<file path="config.mk">
export PLATFORM = sky130hd
export DESIGN_NAME = ctl_latch_bus
export DESIGN_NICKNAME = d
export VERILOG_FILES = /design/src/rtl/ctl_bus_pkg.sv /design/src/rtl/ctl_latch_bank.sv /design/src/rtl/ctl_bus_seq.sv /design/src/rtl/ctl_latch_bus.sv
export SDC_FILE = /design/constraint.sdc
export NUM_CORES = 1
export LEC_CHECK = 0
export BUFFER_PORTS_ARGS = -buffer_cell sky130_fd_sc_hd__buf_4
export CAP_MARGIN = 15
export CORE_ASPECT_RATIO = 1.2
export CORE_MARGIN = 4
export CORE_UTILIZATION = 40
export CTS_CLUSTER_DIAMETER = 100
export CTS_CLUSTER_SIZE = 12
export DETAILED_ROUTE_END_ITERATION = 8
export PLACE_DENSITY = 0.61
export SLEW_MARGIN = 0
export SYNTH_ARGS = -nofsm -noshare
export SYNTH_HDL_FRONTEND = slang
export SYNTH_SLANG_ARGS = --single-unit
</file>
<file path="constraint.sdc">
create_clock -name clk -period 8.25 [get_ports clk]
set_input_delay 1.2375 -clock clk [delete_from_list [all_inputs] [get_ports clk]]
set_output_delay 1.2375 -clock clk [all_outputs]
set_load 0.02 [all_outputs]
</file>
<file path="src/rtl/ctl_bus_pkg.sv">
package ctl_bus_pkg;
  typedef enum logic [1:0] {
    SEQ_IDLE   = 2'd0,
    SEQ_SETUP  = 2'd1,
    SEQ_STROBE = 2'd2,
    SEQ_HOLD   = 2'd3
  } seq_state_e;

  localparam logic [1:0] BUS_RF   = 2'd0;
  localparam logic [1:0] BUS_AF1  = 2'd1;
  localparam logic [1:0] BUS_AF2  = 2'd2;
  localparam logic [1:0] BUS_NONE = 2'd3;

  localparam logic [1:0] REG_CMD  = 2'd0;
  localparam logic [1:0] REG_CTRL = 2'd1;
  localparam logic [1:0] REG_STAT = 2'd2;
endpackage

</file>
<file path="src/rtl/ctl_latch_bank.sv">
module ctl_latch_bank #(
  parameter int ADDR_W = 4,
  parameter int DATA_W = 4
) (
  input  logic                               clk,
  input  logic                               rst_n,
  input  logic                               stb,
  input  logic                               wr,
  input  logic [ADDR_W-1:0]                  addr,
  input  logic [DATA_W-1:0]                  wdata,
  output logic [DATA_W-1:0]                  rdata,
  output logic [(1<<ADDR_W)*DATA_W-1:0]      flat
);
  localparam int NLAT = 1 << ADDR_W;

  logic [DATA_W-1:0] mem_q [NLAT];

  for (genvar i = 0; i < NLAT; i++) begin : g_lat
    logic hit;
    assign hit = stb && wr && (addr == ADDR_W'(i));
    always_ff @(posedge clk or negedge rst_n) begin
      if (!rst_n)   mem_q[i] <= '0;
      else if (hit) mem_q[i] <= wdata;
    end
    assign flat[i*DATA_W +: DATA_W] = mem_q[i];
  end

  assign rdata = mem_q[addr];
endmodule

</file>
<file path="src/rtl/ctl_bus_seq.sv">
module ctl_bus_seq
  import ctl_bus_pkg::*;
#(
  parameter int ADDR_W = 4,
  parameter int DATA_W = 4,
  localparam int REG_W = ADDR_W + DATA_W
) (
  input  logic              clk,
  input  logic              rst_n,
  input  logic              remote_mode,
  input  logic              cpu_remote,
  input  logic              cpu_wr,
  input  logic [1:0]        cpu_reg,
  input  logic [REG_W-1:0]  cpu_wdata,
  output logic [REG_W-1:0]  cpu_rdata,
  input  logic [DATA_W-1:0] rf_rd,
  input  logic [DATA_W-1:0] af1_rd,
  input  logic [DATA_W-1:0] af2_rd,
  output logic [ADDR_W-1:0] rf_addr,
  output logic [DATA_W-1:0] rf_data,
  output logic [ADDR_W-1:0] af_addr,
  output logic [DATA_W-1:0] af_data,
  output logic [2:0]        stb,
  output logic              wr_op,
  output logic              busy
);
  seq_state_e        state_q, state_d;
  logic [REG_W-1:0]  cmd_q, cmd_d;
  logic [2:0]        ctrl_q, ctrl_d;
  logic              ovr_q, ovr_d;
  logic [DATA_W-1:0] rb_q, rb_d;
  logic [ADDR_W-1:0] rfa_q, rfa_d, afa_q, afa_d;
  logic [DATA_W-1:0] rfd_q, rfd_d, afd_q, afd_d;
  logic              accept, launch;
  logic [DATA_W-1:0] sel_rd;

  assign busy   = (state_q != SEQ_IDLE);
  assign accept = cpu_wr && (!remote_mode || cpu_remote);
  assign launch = accept && !busy && (cpu_reg == REG_CTRL) && (cpu_wdata[1:0] != BUS_NONE);

  always_comb begin
    case (ctrl_q[1:0])
      BUS_RF:  sel_rd = rf_rd;
      BUS_AF1: sel_rd = af1_rd;
      default: sel_rd = af2_rd;
    endcase
  end

  always_comb begin
    state_d = state_q;
    cmd_d   = cmd_q;
    ctrl_d  = ctrl_q;
    ovr_d   = ovr_q;
    rb_d    = rb_q;
    rfa_d   = rfa_q;
    rfd_d   = rfd_q;
    afa_d   = afa_q;
    afd_d   = afd_q;
    if (accept) begin
      if (cpu_reg == REG_STAT) ovr_d = 1'b0;
      else if (cpu_reg == REG_CMD || cpu_reg == REG_CTRL) begin
        if (busy) ovr_d = 1'b1;
        else if (cpu_reg == REG_CMD) cmd_d = cpu_wdata;
        else ctrl_d = cpu_wdata[2:0];
      end
    end
    case (state_q)
      SEQ_IDLE: if (launch) begin
        state_d = SEQ_SETUP;
        if (cpu_wdata[1:0] == BUS_RF) begin
          rfa_d = cmd_q[ADDR_W-1:0];
          rfd_d = cmd_q[REG_W-1:ADDR_W];
        end else begin
          afa_d = cmd_q[ADDR_W-1:0];
          afd_d = cmd_q[REG_W-1:ADDR_W];
        end
      end
      SEQ_SETUP:  state_d = SEQ_STROBE;
      SEQ_STROBE: begin
        state_d = SEQ_HOLD;
        if (ctrl_q[2]) rb_d = sel_rd;
      end
      default:    state_d = SEQ_IDLE;
    endcase
  end

  always_ff @(posedge clk or negedge rst_n) begin
    if (!rst_n) begin
      state_q <= SEQ_IDLE;
      cmd_q   <= '0;
      ctrl_q  <= '0;
      ovr_q   <= 1'b0;
      rb_q    <= '0;
      rfa_q   <= '0;
      rfd_q   <= '0;
      afa_q   <= '0;
      afd_q   <= '0;
    end else begin
      state_q <= state_d;
      cmd_q   <= cmd_d;
      ctrl_q  <= ctrl_d;
      ovr_q   <= ovr_d;
      rb_q    <= rb_d;
      rfa_q   <= rfa_d;
      rfd_q   <= rfd_d;
      afa_q   <= afa_d;
      afd_q   <= afd_d;
    end
  end

  for (genvar b = 0; b < 3; b++) begin : g_stb
    assign stb[b] = (state_q == SEQ_STROBE) && (ctrl_q[1:0] == 2'(b));
  end

  assign wr_op   = !ctrl_q[2];
  assign rf_addr = rfa_q;
  assign rf_data = rfd_q;
  assign af_addr = afa_q;
  assign af_data = afd_q;

  always_comb begin
    case (cpu_reg)
      REG_CMD:  cpu_rdata = cmd_q;
      REG_CTRL: cpu_rdata = {{(REG_W-3){1'b0}}, ctrl_q};
      REG_STAT: cpu_rdata = {rb_q, {(REG_W-DATA_W-2){1'b0}}, ovr_q, busy};
      default:  cpu_rdata = '0;
    endcase
  end
endmodule

</file>
<file path="src/rtl/ctl_latch_bus.sv">
module ctl_latch_bus #(
  parameter int ADDR_W = 4,
  parameter int DATA_W = 4,
  localparam int REG_W = ADDR_W + DATA_W,
  localparam int FLAT_W = (1 << ADDR_W) * DATA_W
) (
  input  logic              clk,
  input  logic              rst_n,
  input  logic              remote_mode,
  input  logic              cpu_remote,
  input  logic              cpu_wr,
  input  logic [1:0]        cpu_reg,
  input  logic [REG_W-1:0]  cpu_wdata,
  output logic [REG_W-1:0]  cpu_rdata,
  output logic [ADDR_W-1:0] rf_addr,
  output logic [DATA_W-1:0] rf_data,
  output logic              rf_en,
  output logic [ADDR_W-1:0] af_addr,
  output logic [DATA_W-1:0] af_data,
  output logic              af1_en,
  output logic              af2_en,
  output logic [FLAT_W-1:0] rf_latch,
  output logic [FLAT_W-1:0] af1_latch,
  output logic [FLAT_W-1:0] af2_latch
);
  logic [1:0]        rst_pipe;
  logic              rst_n_s;
  logic [2:0]        stb;
  logic              wr_op, busy;
  logic [DATA_W-1:0] rf_rd, af1_rd, af2_rd;

  always_ff @(posedge clk or negedge rst_n) begin
    if (!rst_n) rst_pipe <= 2'b00;
    else        rst_pipe <= {rst_pipe[0], 1'b1};
  end
  assign rst_n_s = rst_pipe[1];

  ctl_bus_seq #(.ADDR_W(ADDR_W), .DATA_W(DATA_W)) u_seq (
    .clk(clk), .rst_n(rst_n_s), .remote_mode(remote_mode), .cpu_remote(cpu_remote),
    .cpu_wr(cpu_wr), .cpu_reg(cpu_reg), .cpu_wdata(cpu_wdata), .cpu_rdata(cpu_rdata),
    .rf_rd(rf_rd), .af1_rd(af1_rd), .af2_rd(af2_rd),
    .rf_addr(rf_addr), .rf_data(rf_data), .af_addr(af_addr), .af_data(af_data),
    .stb(stb), .wr_op(wr_op), .busy(busy)
  );

  ctl_latch_bank #(.ADDR_W(ADDR_W), .DATA_W(DATA_W)) u_rf_bank (
    .clk(clk), .rst_n(rst_n_s), .stb(stb[0]), .wr(wr_op), .addr(rf_addr),
    .wdata(rf_data), .rdata(rf_rd), .flat(rf_latch)
  );

  ctl_latch_bank #(.ADDR_W(ADDR_W), .DATA_W(DATA_W)) u_af1_bank (
    .clk(clk), .rst_n(rst_n_s), .stb(stb[1]), .wr(wr_op), .addr(af_addr),
    .wdata(af_data), .rdata(af1_rd), .flat(af1_latch)
  );

  ctl_latch_bank #(.ADDR_W(ADDR_W), .DATA_W(DATA_W)) u_af2_bank (
    .clk(clk), .rst_n(rst_n_s), .stb(stb[2]), .wr(wr_op), .addr(af_addr),
    .wdata(af_data), .rdata(af2_rd), .flat(af2_latch)
  );

  assign rf_en  = stb[0];
  assign af1_en = stb[1];
  assign af2_en = stb[2];
endmodule

</file>
======== Word-level counts from Yosys, hierarchy flattened ========
Index checks and enable logic that the tools add are counted.
operators by class
  order comparisons ....................... 2
  equality and inequality tests ........... 38
  multiplexer cells ....................... 16
  bitwise gates (word level) .............. 6
  reduce and logical (&&, ||, !) cells .... 78
operator list
  kind                                                                   number
  4-bit equality test, second input constant                             16
  1-bit logical AND                                                      58
  4-bit binary-select mux with 4-bit select                              3
  4-bit by 3-bit equality test with 1-bit output, second input constant  8
  4-bit 2-to-1 mux                                                       6
  8-bit one-hot mux with 3 select lines                                  1
  4-bit by 2-bit equality test with 1-bit output, second input constant  4
  5-bit >= comparator, second input constant                             2
  4-bit NOT with 5-bit output                                            2
  5-bit AND reduction                                                    2
  3-bit AND reduction                                                    3
  4-bit by 1-bit equality test with 1-bit output, second input constant  2
  2-bit zero test                                                        4
  4-bit zero test                                                        2
  4-bit one-hot mux with 2 select lines                                  1
  2-bit by 1-bit equality test with 1-bit output, second input constant  3
  2-bit equality test, second input constant                             3
  2-bit one-hot mux with 3 select lines                                  1
  2-bit nonzero test                                                     3
  1-bit NOT                                                              4
  1-bit zero test                                                        3
  1-bit 2-to-1 mux                                                       3
  1-bit logical OR                                                       2
  2-bit 2-to-1 mux                                                       1
  3 further kinds                                                        3
word-level totals
  flip-flop bits (word level) ............. 228
  input bits .............................. 15
  output and inout port bits .............. 219
  word-level logic and storage cells ...... 198

======== Logic depth before layout (Yosys ltp) ========
  word-level depth ........................ 8
  depth in mapped cells ................... 8
  gate-level depth less buffers ........... 6

======== Cells and area by module ========
A second synthesis with hierarchy kept.
unflattened totals
  cell total of the unflattened synthesis .. 729
  area, all modules ....................... 10710.3 µm²
modules (own cells, without submodules)
  module          times used  cells each  area an instance (µm²)  sequential area each (µm²)
  ctl_latch_bank  3           197         3004.1                  1601.5
  ctl_bus_seq     1           135         1644.1                  850.8
  ctl_latch_bus   1           3           53.8                    50.0

======== Worst setup path before layout ========
No wires, ideal clock.
  path type ............................... in2out
  start ................................... in cpu_reg[1]
  end ..................................... out cpu_rdata[1]
  data arrival time ....................... 2053 ps
  required time ........................... 7013 ps
  path slack .............................. 4960 ps
  stages .................................. 3
  buffers on the path ..................... 1
  cell sequence ........................... clkbuf_1 nand2b_1 o22ai_1
between the ends
  cells in the longest elaborated chain, start to end .. 2
  elaborated cells between the ends (all ways) .. 4
  those cells by class .................... 2 x eq/ne; 1 x mux; 1 x reduce/logical
ends and longest elaborated chain
  item                                               line                 source
  start: declaration                                 ctl_latch_bus.sv:12  input logic [1:0] cpu_reg,
  2-bit equality test, or another cell as far along  ctl_bus_seq.sv:122   case (cpu_reg)
  8-bit one-hot mux with 3 select lines *            ctl_bus_seq.sv:122
  end: declaration                                   ctl_latch_bus.sv:14  output logic [REG_W-1:0] cpu_rdata,
Mark *: on every way between the ends. The rest lies on a longest branch, timed or not.

======== Final worst setup path ========
  start ................................... in cpu_reg[0]
  end ..................................... out cpu_rdata[1]
The elaborated chain is that of the path after synthesis.

==> impl_metrics.ini <==
[status]
status = finished, final reports clean

[route]
detail_route.iter0.violations = 271
drt_first_pass_iters = 4
routed_wire_length_per_instance_microns = 23.6
route.final.wire_length_microns = 30500
vias = 7109
final_antenna_net_count = 0
via_density_per_instance = 5.49
detail_route.drc_violations = 0

[place]
post-dp-hpwl_microns = 22100
finalWeightedCongestion = 0.784
pre_cts_slack_ps = 5090
port-buffer-count = 233

[sta]
timing.final.crit_period_ps = 3160
final_hold_viol_count = 0
max_freq_mhz = 317
drv_slew = 0
worst_clock_skew_ps = 9.00
max_slew_margin = 0.312
slew_at_the_pin_with_the_worst_max_slew_slack_ps = 1030
finalSetupViolations = 0
setup-tns-final_ps = 0
setup_slack_ps = 5090
layout_worst_path_cycle_share = 0.383
rsz_0062_raised_after_global_routing = false

[cells_and_area]
area_growth_pct = 24.9
final-seq-area_sq_um = 5710
antenna-diode-count = 0
multi_input_comb_area_sq_um = 4680
drive_gt1_frac = 0.566
num-fill-cells = 2389
final_nets = 977
finish.utilization = 0.505

[clock_network]
cts_resizes = 0
clk_transition_reported_paths_ps = 60
cts_post_setup_buffers_inserted = 0
number_of_buffers_on_the_longest_clock_path = 3
clock_tree_from_tritoncts = done
clock_insertion_delay_worst_skew_ps = 500
clock_sink_count = 228
htreeDepth = 1
cts_hold_repair.buffers = 0
cts_root_buf = clkbuf_16
cts-buffers-inserted = 22

[job]
cap_viol_max_count = 0

[synth]
post_synth_main_area_contributors = dfrtp_1 54%, mux2_2 23%, mux4_2 9.8%
yosys_warnings = 0
synth_top_area_frac = 0.537
syn_area_sq_um = 10600
netlist_top_cells_count = 228 x dfrtp_1, 217 x mux2_2, 46 x mux4_2
synth.most_common_cell = dfrtp_1
synth_area_per_cell_sq_um = 14.4
synth.largest_area_cell = dfrtp_1
postSynth.asyncResetShare = 1.00
synth.distinct_cells = 49
netlist_instances = 739
seq_area_frac_synth = 0.537
ys_dominant_reg_cell = dfrtp_1
number_of_flops_mapped_to_enable_cells_by_yosys = 0
syn_nets = 757
ffs_latches_synth = 228

[critical_path]
crit_required_ps = 7010
worst_setup_path_start_kind = primary input
signal_arrival_time_at_the_worst_endpoint_ps = 1920
cp_capture_type = primary output
critical_path_peak_fanout = 12
critical_path_class = in -> out

[global_route]
grt_overflow = 0
global_route_wire_length_before_repair_microns = 46600
grt_start_max_net_pins = 79
number_of_global_route_vias_before_repair = 7388
grt_usage = 0.205
initial_antenna_violation_count = 0

[die]
initial_utilization = 0.404
placeable_core_area_sq_um = 26300
boundaryPins = 234
die_area_sq_um = 29200
die_width_microns = 157
row_count = 65
floorplan.die.height_microns = 186

[pwr]
ir_drop_mv = 0.202
cellLeakagePower_nw = 6.57
pwr_density_cell_nw_per_um2 = 277

[worst_hold_path]
worstHoldPathType = reg -> reg
==> registers in the layout, summed over array words and instances, names as in the netlist <==
register         count
rst_pipe             2
u_af1_bank.flat     64
u_seq.af_data        4
u_seq.cmd_q          8
u_seq.ovr_q          1
u_seq.rf_addr        4
u_af2_bank.flat     64
u_seq.ctrl_q         3
u_seq.rb_q           4
u_seq.rf_data        4
u_rf_bank.flat      64
u_seq.state_q        2
u_seq.af_addr        4
==> power breakdown <==
group	switching, W	internal, W
Clock	0.000397	0.000492
Combinational	0.000715	0.000539
Sequential	0.000263	0.00127
==> per-stage QoR <==
step	hold WS, ps	instances	power [W]	area, sq um
final	356	1295	0.00367	13300
after CTS	360	1295	0.00373	13300
after global routing	365	1295	0.00387	13300
after floorplan	331	739	0.00230	10600
after detailed placement	346	1270	0.00282	12700
after global placement	341	1270	0.00281	12700
==> layout make-up <==
cell class              instances  share of cell area
multi-input cells             456               0.353
repair buffers                244               0.138
flip-flops and latches        228               0.431
well taps                     335              0.0316
clock buffers                  25              0.0440
inverters                       7             0.00198
==> metal layers <==
| metal | up-vias | wire (microns) | track usage | part of all wire |
|---|---|---|---|---|
| met5 | - | 0 | 0 | 0 |
| met4 | 0 | 385 | 0.0334 | 0.013 |
| met3 | 30 | 1960 | 0.0431 | 0.064 |
| met2 | 202 | 15200 | 0.342 | 0.50 |
| met1 | 3730 | 13000 | 0.282 | 0.43 |
| li1 | 3147 | - | - | - |
==> cells in the final DEF, fill, tap and decap left out, types with 2 or more instances in the layout <==
master / count
o21ai_0: 3
buf_4: 244
a221oi_1: 2
mux2_2: 217
a22oi_1: 8
clkbuf_16: 23
nor2_1: 21
nor2b_1: 13
nor2_2: 2
o22ai_1: 3
clkbuf_1: 2
mux2i_1: 12
mux2_1: 4
nand2b_1: 6
mux4_2: 46
dfrtp_1: 225
or2_2: 2
inv_1: 7
or3_1: 2
a21oi_1: 3
nor3_1: 10
nand4bb_1: 2
o31a_1: 3
a2bb2oi_1: 2
nand2_1: 45
a31oi_1: 3
o41ai_1: 3
nor3b_1: 10
and2_1: 3
ha_1: 3
nand3_1: 6
a211oi_1: 4
and3_1: 2
dfrtp_2: 2
a21boi_0: 2
==> final timing paths <==
path                                  startpoint                   to  slack (ps)  cells past startpoint
min in group asynchronous            rst_pipe[1]  u_af1_bank.flat[45]         400                      0
worst min register to register       rst_pipe[0]          rst_pipe[1]         360                      0
worst min-delay path                 rst_pipe[0]          rst_pipe[1]         360                      0
max in group asynchronous            rst_pipe[1]    u_rf_bank.flat[5]        5860                      2
worst max-delay path                  cpu_reg[0]         cpu_rdata[1]        5090                      4
worst max register to register  u_seq.state_q[0]   u_rf_bank.flat[63]        5640                      6
==> logic make-up (layout without fill, tap and decap cells) <==
| group | after synthesis | after routing | synth area share |
|---|---|---|---|
| flip-flops | 228 | 228 | 0.537 |
| adder cells (fa/ha/maj) | 3 | 3 | 0.00354 |
| buffers and inverters | 55 | 276 | 0.0213 |
| other | 1 | 1 | 0.000353 |
| AND/OR/NAND/NOR | 133 | 133 | 0.0661 |
| multiplexers | 279 | 279 | 0.343 |
| AO/OA/AOI/OAI | 39 | 39 | 0.0271 |
| XOR/XNOR | 1 | 1 | 0.000825 |
==> critical path: stages <==
cell      delay, ps
buf_4           170
nand2b_1        170
o22ai_1         170
buf_4           170
(Power assumes the default switching activity.)
